### src/rtl/adc_fmt_pkg.sv
package adc_fmt_pkg;
  typedef enum logic [1:0] {
    KIND_ABS   = 2'd0,
    KIND_RATIO = 2'd1,
    KIND_TEMP  = 2'd2,
    KIND_RSVD  = 2'd3
  } conv_kind_e;

  localparam logic SEL_LOW  = 1'b0;
  localparam logic SEL_HIGH = 1'b1;
endpackage

### src/rtl/adc_fmt_hold.sv
module adc_fmt_hold
  import adc_fmt_pkg::*;
#(
  parameter int CODE_W = 10
) (
  input  logic              clk_i,
  input  logic              rst_ni,
  input  logic              done_i,
  input  logic [CODE_W-1:0] code_i,
  input  conv_kind_e        kind_i,
  input  logic              take_i,
  output logic [CODE_W-1:0] code_o,
  output conv_kind_e        kind_o,
  output logic              ready_o
);
  always_ff @(posedge clk_i or negedge rst_ni) begin
    if (!rst_ni) begin
      code_o <= '0;
      kind_o <= KIND_ABS;
    end else if (done_i) begin
      code_o <= code_i;
      kind_o <= kind_i;
    end
  end

  // new result wins over a clearing read in the same cycle
  always_ff @(posedge clk_i or negedge rst_ni) begin
    if (!rst_ni)      ready_o <= 1'b0;
    else if (done_i)  ready_o <= 1'b1;
    else if (take_i)  ready_o <= 1'b0;
  end
endmodule

### src/rtl/adc_fmt_layout.sv
module adc_fmt_layout
  import adc_fmt_pkg::*;
#(
  parameter int CODE_W = 10,
  parameter int BYTE_W = 8
) (
  input  logic [CODE_W-1:0] code_i,
  input  conv_kind_e        kind_i,
  input  logic              right_i,
  input  logic              signed_i,
  output logic [BYTE_W-1:0] hi_o,
  output logic [BYTE_W-1:0] lo_o
);
  // requires BYTE_W < CODE_W < 2*BYTE_W
  localparam int XW  = CODE_W - BYTE_W;
  localparam int PAD = BYTE_W - XW;

  logic fill;
  assign fill = signed_i && (kind_i == KIND_RATIO) && code_i[CODE_W-1];

  always_comb begin
    if (right_i) begin
      lo_o = code_i[BYTE_W-1:0];
      hi_o = {{PAD{fill}}, code_i[CODE_W-1:BYTE_W]};
    end else begin
      hi_o = code_i[CODE_W-1:XW];
      lo_o = {code_i[XW-1:0], {PAD{1'b0}}};
    end
  end
endmodule

### src/rtl/adc_fmt_read.sv
module adc_fmt_read
  import adc_fmt_pkg::*;
#(
  parameter int BYTE_W = 8
) (
  input  logic              clk_i,
  input  logic              rst_ni,
  input  logic              rd_i,
  input  logic              sel_i,
  input  logic              right_i,
  input  logic [BYTE_W-1:0] hi_i,
  input  logic [BYTE_W-1:0] lo_i,
  output logic              take_o,
  output logic [BYTE_W-1:0] rd_data_o
);
  logic              first_sel;
  logic [BYTE_W-1:0] first_byte, second_byte, shadow_q;

  assign first_sel   = right_i ? SEL_LOW : SEL_HIGH;
  assign take_o      = rd_i && (sel_i == first_sel);
  assign first_byte  = right_i ? lo_i : hi_i;
  assign second_byte = right_i ? hi_i : lo_i;

  always_ff @(posedge clk_i or negedge rst_ni) begin
    if (!rst_ni)     shadow_q <= '0;
    else if (take_o) shadow_q <= second_byte;
  end

  always_ff @(posedge clk_i or negedge rst_ni) begin
    if (!rst_ni)   rd_data_o <= '0;
    else if (rd_i) rd_data_o <= take_o ? first_byte : shadow_q;
  end
endmodule

### src/rtl/adc_result_fmt.sv
module adc_result_fmt
  import adc_fmt_pkg::*;
#(
  parameter int CODE_W = 10,
  parameter int BYTE_W = 8
) (
  input  logic              clk_i,
  input  logic              rst_ni,
  input  logic              done_i,
  input  logic [CODE_W-1:0] code_i,
  input  logic [1:0]        kind_i,
  input  logic              right_just_i,
  input  logic              signed_sel_i,
  input  logic              rd_i,
  input  logic              rd_sel_i,
  output logic [BYTE_W-1:0] rd_data_o,
  output logic              ready_o
);
  logic [CODE_W-1:0] held_code;
  conv_kind_e        held_kind;
  logic [BYTE_W-1:0] hi_byte, lo_byte;
  logic              take;

  adc_fmt_hold #(.CODE_W(CODE_W)) u_hold (
    .clk_i   (clk_i),
    .rst_ni  (rst_ni),
    .done_i  (done_i),
    .code_i  (code_i),
    .kind_i  (conv_kind_e'(kind_i)),
    .take_i  (take),
    .code_o  (held_code),
    .kind_o  (held_kind),
    .ready_o (ready_o)
  );

  adc_fmt_layout #(.CODE_W(CODE_W), .BYTE_W(BYTE_W)) u_layout (
    .code_i   (held_code),
    .kind_i   (held_kind),
    .right_i  (right_just_i),
    .signed_i (signed_sel_i),
    .hi_o     (hi_byte),
    .lo_o     (lo_byte)
  );

  adc_fmt_read #(.BYTE_W(BYTE_W)) u_read (
    .clk_i     (clk_i),
    .rst_ni    (rst_ni),
    .rd_i      (rd_i),
    .sel_i     (rd_sel_i),
    .right_i   (right_just_i),
    .hi_i      (hi_byte),
    .lo_i      (lo_byte),
    .take_o    (take),
    .rd_data_o (rd_data_o)
  );
endmodule

### config.mk
export PLATFORM = sky130hd
export DESIGN_NAME = adc_result_fmt
export DESIGN_NICKNAME = d
export VERILOG_FILES = /design/src/rtl/adc_fmt_pkg.sv /design/src/rtl/adc_fmt_hold.sv /design/src/rtl/adc_fmt_layout.sv /design/src/rtl/adc_fmt_read.sv /design/src/rtl/adc_result_fmt.sv
export SDC_FILE = /design/constraint.sdc
export NUM_CORES = 1
export LEC_CHECK = 0
export CAP_MARGIN = 20
export CORE_MARGIN = 2
export CORE_UTILIZATION = 38
export CTS_CLUSTER_SIZE = 10
export DETAILED_ROUTE_END_ITERATION = 16
export SETUP_SLACK_MARGIN = 0.4
export SLEW_MARGIN = 20
export SYNTH_ARGS = -nofsm -noshare
export SYNTH_HDL_FRONTEND = slang
export SYNTH_HIERARCHICAL = 1
export SYNTH_SLANG_ARGS = --single-unit
### constraint.sdc
create_clock -name clk_i -period 1.3 [get_ports clk_i]
set_input_delay 0.195 -clock clk_i [delete_from_list [all_inputs] [get_ports clk_i]]
set_output_delay 0.195 -clock clk_i [all_outputs]
set_load 0.005 [all_outputs]
* Word-level counts from Yosys, hierarchy flattened
Cells that the tools add are included.
Storage, ports and cells: flip-flop bits (word level) 29, bits of input ports 19
Operators by class: equal/unequal tests 2, muxes and demuxes 8, reduce and logical (&&, ||, !) cells 4
Operator list (number):
- $mux 8 | 5
- $logic_and 1x1->1 | 3
- $mux 1 | 3
- $eq 2x1->1 const B | 1
- $reduce_bool 2->1 | 1
- $eq 1x1->1 | 1

* Depth between registers and ports, before layout
Gate-level depths: netlist (run 1).
depth in word-level cells 6, gate-level depth with buffers 6, depth with buffers taken out 5

* Hierarchy
The synthesis (run 1) kept the hierarchy.
By module, submodules not included:
- adc_fmt_read | instances 1, cells an instance 90, area each 870.8 µm²
- adc_fmt_hold | instances 1, cells an instance 28, area each 518.0 µm²
- adc_fmt_layout | instances 1, cells an instance 26, area each 186.4 µm²

* Worst setup path before layout (run 1)
OpenSTA, ideal clock, no wires.
path kind reg2reg, from reg u_hold.kind_o[1], to reg u_read.rd_data_o[7], library setup time 82 ps, data arrival time 1073 ps, path slack 145 ps, stages on the path, launching flop included 6, buffers on the path 0, cell sequence dfrtp_1 -> nand3b_1 -> a21boi_1 -> nor2b_1 -> a211oi_1 -> o22ai_1
On the way: longest elaborated chain between the ends 6
Ends and longest elaborated chain:
- from (decl) | RTL line adc_fmt_hold.sv:13 | output conv_kind_e kind_o,
- from (signal assigned) | RTL line adc_fmt_hold.sv:22 | kind_o <= kind_i;
- $eq 2x1->1 | RTL line adc_fmt_layout.sv:19 | assign fill = signed_i && (kind_i == KIND_RATIO) && code_i[CODE_W-1];
- $logic_and 1x1->1 (2 in series) | RTL line adc_fmt_layout.sv:19
- $mux 8 | RTL line adc_fmt_layout.sv:22 | if (right_i) begin
- via hi_byte[7] | RTL line adc_result_fmt.sv:21 | logic [BYTE_W-1:0] hi_byte, lo_byte;
- $mux 8 | RTL line adc_fmt_read.sv:21 | assign first_byte = right_i ? lo_i : hi_i;
- $mux 8 | RTL line adc_fmt_read.sv:31 | else if (rd_i) rd_data_o <= take_o ? first_byte : shadow_q;
- to (signal assigned) | RTL line adc_fmt_read.sv:31
- to (decl) | RTL line adc_fmt_read.sv:14 | output logic [BYTE_W-1:0] rd_data_o
The timed path passes the listed nets, and every way through them passes these cells. A chain may end at the register's enable or synchronous reset.

* Worst setup path after layout (run 1)
from reg u_hold.kind_o[0], to reg u_read.rd_data_o[5]
The elaborated chain is that of the path after synthesis.

==> run_results.csv, run 1 <==
group,metric,value,unit
detailed_routing,antenna_left,0,
die,io_pins,28,
flow_run,drv_cap,0,
placed_design,placedCellCount,222,
timing,period_share,96.2,%
final_layout,finalNonFillerCells,244,
cts,clk_pin_slew_worst_paths,0.06,ns
yosys,syn_inst,144,
global_routing,grt_pass1_vias,1201,
timing,relSlewSlack,63.4,%
yosys,synth_area,1580,um^2
timing,finalHoldViolCount,0,
timing,tightest_slew,0.546,ns
detailed_routing,drt_first_pass_iters,4,
detailed_routing,viasPerCell,5.01,
critical_path,critPathArrivalTime,1.41,ns
final_layout,nets,212,
global_routing,antenna_found_initial,0,
cts,clk_latency,0.28,ns
critical_path,cp_num_buf_inv,1,
cts,cts_tree,"done",
yosys,synth.most_common_cell,"dfrtp_1",
critical_path,cp_slowest_cell,"dfrtp_1",
yosys,yosysSeqAreaShare,46.1,%
detailed_routing,wl,3350,um
global_routing,grt_max_degree,30,
detailed_routing,drt-initial-drc-count,60,
power,irDropWorstVdd,629,uV
global_routing,grt_pass1_wl,5600,um
power,power_density,1140,nW/um^2
critical_path,end_kind,"register",
global_routing,grt_use_total,16.4,%
yosys,avgSynthCellArea,10.9,um^2
detailed_routing,vias,1222,
detailed_routing,routedWlPerCell,13.7,um
final_layout,drive_gt1_share,39.7,%
detailed_routing,route.met2.wl,1540,um
final_layout,area_delta_synth_final,41.8,%
cts,clock-sinks,29,
die,core.rowCount,23,
yosys,synth.ff_latch_count,29,
cts,ctsHoldBuffers,0,
timing,rsz0062_at_grt,"yes",
yosys,synth.area.top_cells,"dfrtp_1 46%, mux2_4 11%, o22ai_1 5.2%, a21oi_1 5.1%, mux2i_1 5.1%",
timing,fin_tns_setup,0,ns
yosys,synth_edf_count,0,
yosys,async_flop_share,100,%
final_layout,final_cell_area,2230,um^2
critical_path,crit_type,"register to register",
critical_path,cpPeakStageDelay,0.38,ns
critical_path,startpoint_type,"register",
die,core-area,4000,um^2
final_layout,postLayoutCoreUtil,55.8,%
timing,setup_viol,0,
global_routing,grt_overflow,0,
cts,cts_inserted_buffers,5,
critical_path,worstPathMaxFanout,6,
placed_design,port_buffers,27,
critical_path,cpLargestDelayFamily,"flip-flops",
yosys,synth_nets,163,
yosys,synth_top_area_share,46.1,%
yosys,yosysTopAreaCell,"dfrtp_1",
yosys,synth_common_cells,"29 x dfrtp_1, 16 x a21oi_1, 15 x inv_1",
critical_path,reg2reg_slack,0.05,ns
power,power_leakage,1.03,nW
critical_path,required,1.46,ns
placed_design,routabilityCongestion,0.765,
die,start_util,39.4,%
yosys,synth_cell_types,21,
placed_design,post-dp-hpwl,2250,um
timing,final.min_clock_period,1.25,ns
detailed_routing,highest_layer,"met4",
yosys,yosysWarnings,6,
critical_path,crit_chain,"nand3b_1, buf_6, o22ai_2, nor2b_2, a211oi_2, o22ai_1",
die,dieHeight,68.4,um
detailed_routing,met3_wirelength,197,um
die,die_x,68.4,um
yosys,synth_top_flop_cell,"dfrtp_1",
timing,slew_violations,0,
detailed_routing,drc,0,
timing,finClkSkew,0.00178,ns
final_layout,diodes,0,
outcome,status,"completed",
cts,clockBufferDepth,2,
placed_design,place_area,1940,um^2
min_path,hp-class,"primary input to async pin",
die,dieArea,4680,um^2
timing,fmax,0.799,GHz
cts,h-tree-depth,2,
cts,root_buffer,"clkbuf_8",
detailed_routing,wl_met1,1580,um
power breakdown:
group | leakage [nW] | total (W) | internal (W) | switching [W]
clock network | 0.0395 | 0.000707 | 0.000379 | 0.000328
logic | 0.655 | 0.000717 | 0.000416 | 0.000301
registers | 0.340 | 0.00112 | 0.00104 | 0.0000772
cell families after synthesis:
logic type	after synthesis	share of synthesized area [%]
xor+xnor	2	1.59
simple gates	17	6.67
compound gates	48	18.0
flops	29	46.1
mux	23	18.7
buf+inv	25	9.05
timing repair:
action | CTS | global route
gates cloned | 1 | 0
endpoints found under the setup margin | 38 | 34
resized for setup | 53 | 18
setup buffers | 10 | 3
pin swaps | 7 | 2
stage by stage:
| step | power (W) | hold slack, ns | worst slack (ns) |
|---|---|---|---|
| 2_1_floorplan | 0.00148 | -0.101 | 0.185 |
| 3_3_place_gp | 0.00172 | 0.477 | -0.303 |
| 3_5_place_dp | 0.00174 | 0.481 | -0.391 |
| 4_1_cts | 0.00252 | 0.280 | 0.0574 |
| 5_1_grt | 0.00270 | 0.288 | -0.0627 |
| 6_report | 0.00254 | 0.276 | 0.0489 |
area by class of cell:
type | instances | area (um^2)
fillers | 358 | 1770
multi-input cells | 90 | 832
repair buffers | 52 | 477
clock buffers | 8 | 80.1
flip-flops and latches | 29 | 726
well taps | 50 | 62.6
inverters | 15 | 56.3
path summary, 6_finish.rpt:
check / start / end / cells past startpoint
max in group asynchronous: rst_ni / u_hold/code_o[0] / 2
worst min register to register: u_hold/ready_o / u_hold/ready_o / 1
min in group clk_i: rd_i / u_read/shadow_q[2] / 3
worst min-delay path: rst_ni / u_read/rd_data_o[1] / 2
worst max register to register: u_hold/kind_o[0] / u_read/rd_data_o[5] / 6
worst max-delay path: u_hold/kind_o[0] / u_read/rd_data_o[5] / 6
flip-flops by register name, indices dropped and copies added, names as in the netlist:
signal / flops
u_hold/ready_o: 1
u_read/shadow_q: 8
u_hold/kind_o: 2
u_hold/code_o: 10
u_read/rd_data_o: 8
cells in the final DEF (no fill, tap or decap), drive strengths merged, types with 7 or more instances in the layout:
cell type / netlist / layout
buf: 8 / 34
dfrtp: 29 / 29
nor2b: 8 / 8
a21oi: 16 / 16
mux2: 15 / 15
o22ai: 13 / 13
inv: 15 / 15
clkdlybuf4s50: 0 / 14
clkbuf: 2 / 9
mux2i: 8 / 8
o21ai: 9 / 9
a211oi: 8 / 8
and2: 7 / 7
routing by layer:
metal	GRT usage, %	up-vias
li1	-	605
met2	25.7	38
met5	0	-
met1	21.2	572
met3	5.76	7
met4	5.25	0
Power figures use the tool's default switching activity.
==> run 2: changes to the inputs <==
Settings changed: SLEW_MARGIN 20 to not set.
==> results of run 2 <==
Same layout as run 1: the final DEF is identical, and so are final timing and power.
